`src/rtl/seq_pkg.sv`:
```
package seq_pkg;
  localparam int DEF_GROUPS = 6;
  localparam int DEF_GROUP_W = 6;
  localparam int DEF_ADDR_W = 3;
  localparam int DEF_TS_W = 13;
  localparam int DEF_DEPTH = 8;

  function automatic int rec_width(int addr_w, int group_w, int ts_w);
    return addr_w + group_w + ts_w;
  endfunction
endpackage

```
`src/rtl/mask_shreg.sv`:
```
module mask_shreg #(
  parameter int NPIX = 36
) (
  input  logic            clk,
  input  logic            rst,
  input  logic            shift,
  input  logic            sdi,
  output logic [NPIX-1:0] mask
);
  always_ff @(posedge clk) begin
    if (rst) mask <= '0;
    else if (shift) mask <= {mask[NPIX-2:0], sdi};
  end
endmodule

```
`src/rtl/hit_capture.sv`:
```
module hit_capture #(
  parameter int NPIX = 36
) (
  input  logic            clk,
  input  logic            rst,
  input  logic            init,
  input  logic [NPIX-1:0] hit_in,
  input  logic [NPIX-1:0] mask,
  input  logic            take,
  output logic [NPIX-1:0] snap
);
  logic [NPIX-1:0] held;
  logic [NPIX-1:0] hit_ok;

  assign hit_ok = hit_in & mask;

  always_ff @(posedge clk) begin
    if (rst || init) begin
      held <= '0;
      snap <= '0;
    end else if (take) begin
      snap <= held | hit_ok;
      held <= '0;
    end else begin
      held <= held | hit_ok;
    end
  end
endmodule

```
`src/rtl/group_mux.sv`:
```
module group_mux #(
  parameter int N_GROUPS = 6,
  parameter int GROUP_W = 6,
  parameter int ADDR_W = 3
) (
  input  logic [ADDR_W-1:0]           addr,
  input  logic [N_GROUPS*GROUP_W-1:0] snap,
  output logic [GROUP_W-1:0]          pattern,
  output logic                        valid
);
  logic [GROUP_W-1:0] grp_pat [N_GROUPS];
  logic [N_GROUPS-1:0] grp_sel;

  for (genvar g = 0; g < N_GROUPS; g++) begin : g_grp
    assign grp_pat[g] = snap[g*GROUP_W +: GROUP_W];
    assign grp_sel[g] = (addr == ADDR_W'(g + 1));
  end

  always_comb begin
    pattern = '0;
    for (int g = 0; g < N_GROUPS; g++) begin
      if (grp_sel[g]) pattern = grp_pat[g];
    end
  end

  assign valid = |pattern;
endmodule

```
`src/rtl/write_ctrl.sv`:
```
module write_ctrl #(
  parameter int DEPTH = 8,
  parameter int REC_W = 22
) (
  input  logic             clk,
  input  logic             rst,
  input  logic             init,
  input  logic             rec_valid,
  input  logic [REC_W-1:0] rec_data,
  output logic [REC_W-1:0] wr_data,
  output logic [DEPTH-1:0] wr_en,
  output logic             overflow
);
  localparam int PTR_W = $clog2(DEPTH + 1);

  logic [PTR_W-1:0] ptr;
  logic             full;
  logic [DEPTH-1:0] slot_oh;

  assign full = (ptr == PTR_W'(DEPTH));

  always_comb begin
    slot_oh = '0;
    for (int s = 0; s < DEPTH; s++) begin
      if (ptr == PTR_W'(s)) slot_oh[s] = 1'b1;
    end
  end

  always_ff @(posedge clk) begin
    if (rst || init) begin
      ptr      <= '0;
      wr_en    <= '0;
      wr_data  <= '0;
      overflow <= 1'b0;
    end else begin
      wr_en   <= '0;
      wr_data <= '0;
      if (rec_valid) begin
        if (!full) begin
          wr_en   <= slot_oh;
          wr_data <= rec_data;
          ptr     <= ptr + 1'b1;
        end else begin
          overflow <= 1'b1;
        end
      end
    end
  end
endmodule

```
`src/rtl/hit_subregion_seq.sv`:
```
module hit_subregion_seq
  import seq_pkg::*;
#(
  parameter int N_GROUPS = DEF_GROUPS,
  parameter int GROUP_W = DEF_GROUP_W,
  parameter int ADDR_W = DEF_ADDR_W,
  parameter int TS_W = DEF_TS_W,
  parameter int DEPTH = DEF_DEPTH
) (
  input  logic                                    clk,
  input  logic                                    rst,
  input  logic                                    init,
  input  logic                                    mask_sdi,
  input  logic                                    mask_shift,
  input  logic [N_GROUPS*GROUP_W-1:0]             hit_in,
  input  logic                                    bx_strobe,
  input  logic [TS_W-1:0]                         ts_in,
  output logic [ADDR_W+GROUP_W+TS_W-1:0]          wr_data,
  output logic [DEPTH-1:0]                        wr_en,
  output logic                                    overflow
);
  localparam int NPIX = N_GROUPS * GROUP_W;
  localparam int REC_W = rec_width(ADDR_W, GROUP_W, TS_W);

  logic [NPIX-1:0]    mask;
  logic [NPIX-1:0]    snap;
  logic [ADDR_W-1:0]  scan_addr;
  logic [TS_W-1:0]    ts_q;
  logic               take;
  logic [GROUP_W-1:0] pattern;
  logic               rec_valid;
  logic [REC_W-1:0]   rec_data;

  assign take = bx_strobe && (scan_addr == '0) && !init;

  always_ff @(posedge clk) begin
    if (rst || init) begin
      scan_addr <= '0;
      ts_q      <= '0;
    end else if (scan_addr == '0) begin
      if (bx_strobe) begin
        scan_addr <= ADDR_W'(1);
        ts_q      <= ts_in;
      end
    end else if (scan_addr == ADDR_W'(N_GROUPS)) begin
      scan_addr <= '0;
    end else begin
      scan_addr <= scan_addr + 1'b1;
    end
  end

  mask_shreg #(.NPIX(NPIX)) u_mask (
    .clk(clk), .rst(rst), .shift(mask_shift), .sdi(mask_sdi), .mask(mask)
  );

  hit_capture #(.NPIX(NPIX)) u_cap (
    .clk(clk), .rst(rst), .init(init), .hit_in(hit_in), .mask(mask),
    .take(take), .snap(snap)
  );

  group_mux #(.N_GROUPS(N_GROUPS), .GROUP_W(GROUP_W), .ADDR_W(ADDR_W)) u_mux (
    .addr(scan_addr), .snap(snap), .pattern(pattern), .valid(rec_valid)
  );

  assign rec_data = {scan_addr, pattern, ts_q};

  write_ctrl #(.DEPTH(DEPTH), .REC_W(REC_W)) u_wr (
    .clk(clk), .rst(rst), .init(init), .rec_valid(rec_valid),
    .rec_data(rec_data), .wr_data(wr_data), .wr_en(wr_en), .overflow(overflow)
  );
endmodule

```
`config.mk`:
```
export PLATFORM = sky130hd
export DESIGN_NAME = hit_subregion_seq
export DESIGN_NICKNAME = d
export VERILOG_FILES = /design/src/rtl/seq_pkg.sv /design/src/rtl/mask_shreg.sv /design/src/rtl/hit_capture.sv /design/src/rtl/group_mux.sv /design/src/rtl/write_ctrl.sv /design/src/rtl/hit_subregion_seq.sv
export SDC_FILE = /design/constraint.sdc
export NUM_CORES = 1
export LEC_CHECK = 0
export BUFFER_PORTS_ARGS = -buffer_cell sky130_fd_sc_hd__buf_2
export CORE_ASPECT_RATIO = 1.2
export CORE_MARGIN = 2
export CORE_UTILIZATION = 56
export DETAILED_ROUTE_END_ITERATION = 8
export PLACE_DENSITY_LB_ADDON = 0.05
export SYNTH_ARGS = -nofsm -noshare
export SYNTH_HDL_FRONTEND = slang
export SYNTH_SLANG_ARGS = --single-unit
export TNS_END_PERCENT = 1
```
`constraint.sdc`:
```
create_clock -name clk -period 3.4 [get_ports clk]
set_clock_uncertainty 0.05 [all_clocks]
set_input_delay 0.68 -clock clk [delete_from_list [all_inputs] [get_ports clk]]
set_output_delay 0.68 -clock clk [all_outputs]
set_load 0.01 [all_outputs]
```
# Word level (Yosys, flattened, before mapping)
# Index checks and enable logic that the tools add are counted.
word_totals:
  ff_bits: 159
  latchBits: 0
  mem_bits_rw: 0
  romBits: 0
  out_inout_bits: 31
  wordCells: 59
  n_memories: 0
classes:
  n_addsub: 2
  n_mul: 0
  div: 0
  order_cmp: 0
  eq_ne: 15
  shift: 0
  muxes: 17
  bitwise: 4
  n_reduce_logical: 12
ops:
  columns: ["operator", "count"]
  rows:
  - ["36-bit bitwise AND", 1]
  - ["6-bit 2-to-1 mux", 6]
  - ["36-bit bitwise OR", 1]
  - ["4-bit by 3-bit == test with 1-bit output, second input constant", 4]
  - ["3-bit == test, second input constant", 3]
  - ["3-bit 2-to-1 mux", 3]
  - ["4-bit by 2-bit == test with 1-bit output, second input constant", 2]
  - ["1-bit 2-to-1 mux", 8]
  - ["3-bit by 2-bit == test with 1-bit output, second input constant", 2]
  - ["2-bit AND reduction", 3]
  - ["6-bit OR reduction", 1]
  - ["4-bit by 1-bit adder with 4-bit output, second input constant", 1]
  - ["4-bit by 1-bit == test with 1-bit output, second input constant", 1]
  - ["4-bit == test, second input constant", 1]
  - ["4-bit logical NOT", 1]
  - ["3-bit by 1-bit adder with 3-bit output, second input constant", 1]
  - ["3-bit by 1-bit == test with 1-bit output, second input constant", 1]
  - ["3-bit logical NOT", 1]
  - ["3-bit OR reduction", 1]
  - ["1-bit logical AND", 2]
  - ["2-bit inequality test, second input constant", 1]
  - ["1-bit NOT", 2]
  - ["2-bit OR reduction", 1]
  - ["1-bit logical NOT", 1]
  - ["1-bit logical OR", 1]

# Longest topological paths before layout
depth:
  depth_word: 10
  mapped_depth: 12

# By module
# Synthesis repeated with hierarchy kept, for this count alone.
unflattened:
  cells_unflattened: 566
  hier_area_um2: 6134.6
modules_own_cells:
  columns: ["mod", "n_inst", "cells_per_inst", "area_each_um2", "seq_area_each_um2"]
  rows:
  - ["hit_capture", 1, 234, 2524.9, 1441.4]
  - ["mask_shreg", 1, 116, 1306.3, 720.7]
  - ["write_ctrl", 1, 97, 1138.6, 700.7]
  - ["hit_subregion_seq", 1, 73, 790.8, 320.3]
  - ["group_mux", 1, 46, 374.1, 0.0]

# Worst setup path after synthesis
# No wires, ideal clock.
synth_timing:
  kind: "flip-flop to flip-flop"
  from: "reg scan_addr[1]"
  to: "reg u_wr.wr_data[10]"
  setup_time_ps: 113
  arrival_ps: 2380
  required_ps: 3237
  setup_slack_ps: 857
  stages_incl_launch_ff: 12
  path_buffers: 3
  period_less_slack_ps: 2543
  path_cell_list: "dfxtp_1 > buf_4 > buf_2 > and2_1 > ha_1 > and2_0 > mux4_2 > a21oi_2 > and4_4 > a21oi_4 > buf_6 > and2_4"
synth_between:
  elab_chain_cells: 10
synth_rtl:
  columns: ["element", "line", "rtl"]
  rows:
  - ["from (decl)", "hit_subregion_seq.sv:27", "logic [ADDR_W-1:0] scan_addr;"]
  - ["from (signal assigned)", "hit_subregion_seq.sv:48", "scan_addr <= scan_addr + 1'b1;"]
  - ["3-bit by 1-bit == test with 1-bit output", "group_mux.sv:16", "assign grp_sel[g] = (addr == ADDR_W'(g + 1));"]
  - ["6-bit 2-to-1 mux (5 in a row)", "group_mux.sv:22", "if (grp_sel[g]) pattern = grp_pat[g];"]
  - ["6-bit 2-to-1 mux *", "group_mux.sv:22", null]
  - ["6-bit OR reduction *", "group_mux.sv:26", "assign valid = |pattern;"]
  - ["1-bit NOT (no line) *", null, null]
  - ["3-bit OR reduction (no line) *", null, null]
  - ["to (signal assigned)", "write_ctrl.sv:41", "wr_data <= rec_data;"]
  - ["to (decl)", "write_ctrl.sv:10", "output logic [REC_W-1:0] wr_data,"]
# Mark *: on every way between the ends. The rest lies on a longest branch, timed or not.
# A chain may end at the register's enable or synchronous reset.

# Final worst setup path
layout_timing:
  from: "reg scan_addr[2]"
  to: "reg u_wr.wr_en[6]"
layout_between:
  elab_chain_cells: 10
layout_rtl:
  columns: ["element", "line", "rtl"]
  rows:
  - ["3-bit by 1-bit == test with 1-bit output", "group_mux.sv:16", null]
  - ["6-bit 2-to-1 mux (5 in a row)", "group_mux.sv:22", null]
  - ["6-bit 2-to-1 mux *", "group_mux.sv:22", null]
  - ["6-bit OR reduction *", "group_mux.sv:26", null]
  - ["1-bit NOT (no line) *", null, null]
  - ["3-bit OR reduction (no line) *", null, null]
  - ["to (signal assigned)", "write_ctrl.sv:40", "wr_en <= slot_oh;"]
  - ["to (decl)", "write_ctrl.sv:11", "output logic [DEPTH-1:0] wr_en,"]
# Marks and branches as above.

==> flow_summary.ini <==
[critical_path]
crit_required_ps = 3660
crit_path_max_fanout = 13
end_kind = flip-flop
worst-setup-path-type = flip-flop to flip-flop
worst_setup_path_start_kind = flip-flop
worstPathArrival_ps = 2820

[power_and_ir_drop]
combPwrFrac = 0.047
pwr_density_cell_nw_per_um2 = 596.4
seqPwrFrac = 0.463
p_sw_frac = 0.2053
p_clk_frac = 0.490
vdd_drop_max_mv = 0.3617
power.switching_w = 0.0008439
p_int_w = 0.003267
p_leak_nw = 2.829

[timing]
report.final.slew_viol_count = 0
fmax_mhz = 390.4
fin_hold_ws_ps = 393.2
setup_slack_ps = 838.7
setup-violations-final = 0
finalHoldViolations = 0
relSlewSlack = 0.3057
worst_pin_slew_ps = 1041
setup_tns_ps = 0
period_needed_ps = 2561
fin_crit_sh = 0.7533
rsz0062_at_grt = false

[logic_synthesis]
synthTopCellsByArea = dfxtp_1, nor2_1, mux2i_1
synth_edf_count = 0
synth_area_sq_um = 5793
synth_top_area_cell = dfxtp_1
synth.ff_latch_count = 159
netlist_instances = 587
yosys_warnings = 0
synth-main-ff-cell = dfxtp_1
avgSynthCellArea_sq_um = 9.869
async_reset_ff_frac = 0
synth_cell_types = 56
synth_top_area_share = 0.5495
postSynthNetCount = 647
ys_seq_area_frac = 0.5495

[detailed_routing]
drc = 0
viasPerCell = 5.348
routed_wl_mm = 11.29
vias = 4252
firstDrtPassIters = 4
routedWlPerCell_um = 14.20
dr.first_iter.drc_count = 160
ant_nets = 0

[grt]
grt_overflow = 0
antenna_found_initial = 0
grt_use_total = 0.2150
grt_max_degree = 74
grt_pass1_wl_mm = 19.49
grt_pass1_vias = 4124

[clocking]
clk_path_buf_depth = 2
clk_pin_slew_ps = 60
cts_tree = built
insertion_delay_ps = 420
cts_resized = 0
cts_root_buf = clkbuf_16
h-tree-depth = 4
cts_setup_buffers = 0
ctsHoldBuffers = 0
cts_buffers = 17
cts_sinks = 159

[floorplan]
design.core.area_sq_um = 10060
die-width_um = 96.85
dieArea_sq_um = 11180
pin_count = 86
die-height_um = 115.4
rows = 40
floorplan.initialDensity = 0.5759

[cells_and_area]
final_cell_mix = dfxtp_1, nor2_1, buf_2
final_common_cell = dfxtp_1
antenna_cells = 0
drive_gt1_frac = 0.2212
area_growth_pct = 18.98
post-route-util = 0.6852
final_net_count = 717

[hold_path]
worstHoldPathType = flip-flop to flip-flop

[run_status]
outcome = completed

[place]
port_buffers = 85
routabilityCongestion = 0.8854
dpl.hpwl_mm = 7.704
post-place-ws_ps = 822.6

[run]
maxCapViolations = 0
==> per-layer routing <==
metal | global-route usage | routed length [um] | part of all wire
met1 | 0.2672 | 5156 | 0.46
met3 | 0.05428 | 458 | 0.041
met2 | 0.3685 | 5525 | 0.49
met4 | 0.07418 | 150 | 0.013
met5 | 0 | 0 | 0
==> logic make-up after synthesis <==
kind of cell               after synthesis  share of synthesized area
AOI/OAI and AO/OA                      116                     0.1369
xor gates and xnor gates                 1                   0.001512
adders and majority gates                5                    0.01080
buffers and inverters                   46                    0.03823
DFF                                    159                     0.5495
muxes                                   45                    0.07991
and+or+nand+nor                        215                     0.1832
==> power by group through the flow <==
stage	registers, W	clock network (W)	logic, W
after detailed placement	0.00195	0	0.000192
after global routing	0.00191	0.00212	0.000217
after global placement	0.00194	0	0.000187
after floorplan	0.00194	0	0.000135
final	0.00190	0.00201	0.000192
after CTS	0.00190	0.00204	0.000194
==> state kept, by name, summed over array words and instances, names as in the netlist <==
| name | count |
|---|---|
| scan_addr | 3 |
| ts_q | 13 |
| u_cap.held | 36 |
| u_cap.snap | 36 |
| u_mask.mask | 36 |
| u_wr.overflow | 1 |
| u_wr.ptr | 4 |
| u_wr.wr_data | 22 |
| u_wr.wr_en | 8 |
==> final timing paths <==
kind                  from       endpoint  slack, ps  depth (start not counted)
max           scan_addr[2]  u_wr.wr_en[6]        840                          8
min          u_wr.overflow  u_wr.overflow        390                          2
max reg2reg   scan_addr[2]  u_wr.wr_en[6]        840                          8
min reg2reg  u_wr.overflow  u_wr.overflow        390                          2
==> per-stage QoR <==
step	instance area [sq um]	power, W	instances
final	6893	0.004111	795
after global routing	6893	0.004243	795
after CTS	6893	0.004143	795
after detailed placement	6252	0.002137	764
after global placement	6252	0.002132	764
after floorplan	5793	0.002075	587
==> layout make-up <==
type | instances | area [sq um]
clock buffers | 22 | 484.2
fillers | 815 | 3167
repair buffers | 90 | 488.0
clock inverters | 9 | 156.4
flip-flops and latches | 159 | 3183
multi-input cells | 382 | 2397
well taps | 126 | 157.7
inverters | 7 | 26.28
==> cells in the mapped netlist (3+ instances only) <==
cell,n
and2_1,5
buf_2,18
o21ai_0,4
dfxtp_1,159
a21oi_1,51
and4b_1,4
nor4b_1,4
nand3b_1,7
a211oi_1,39
inv_1,7
nand2_1,34
buf_1,4
mux2i_1,44
nand4b_1,4
ha_1,5
nor3b_1,3
clkbuf_1,13
buf_6,3
and2_4,10
nor2_1,123
o21a_1,3
==> critical path, cell delays in order, from the launching register on <==
cell and delay (ps):
dfxtp_1 320, inv_1 140, ha_1 380, and2_0 210, mux4_2 480, a21oi_2 200, nand4_2 210, nor2_4 240
and4b_1 220
(Power assumes the default switching activity.)
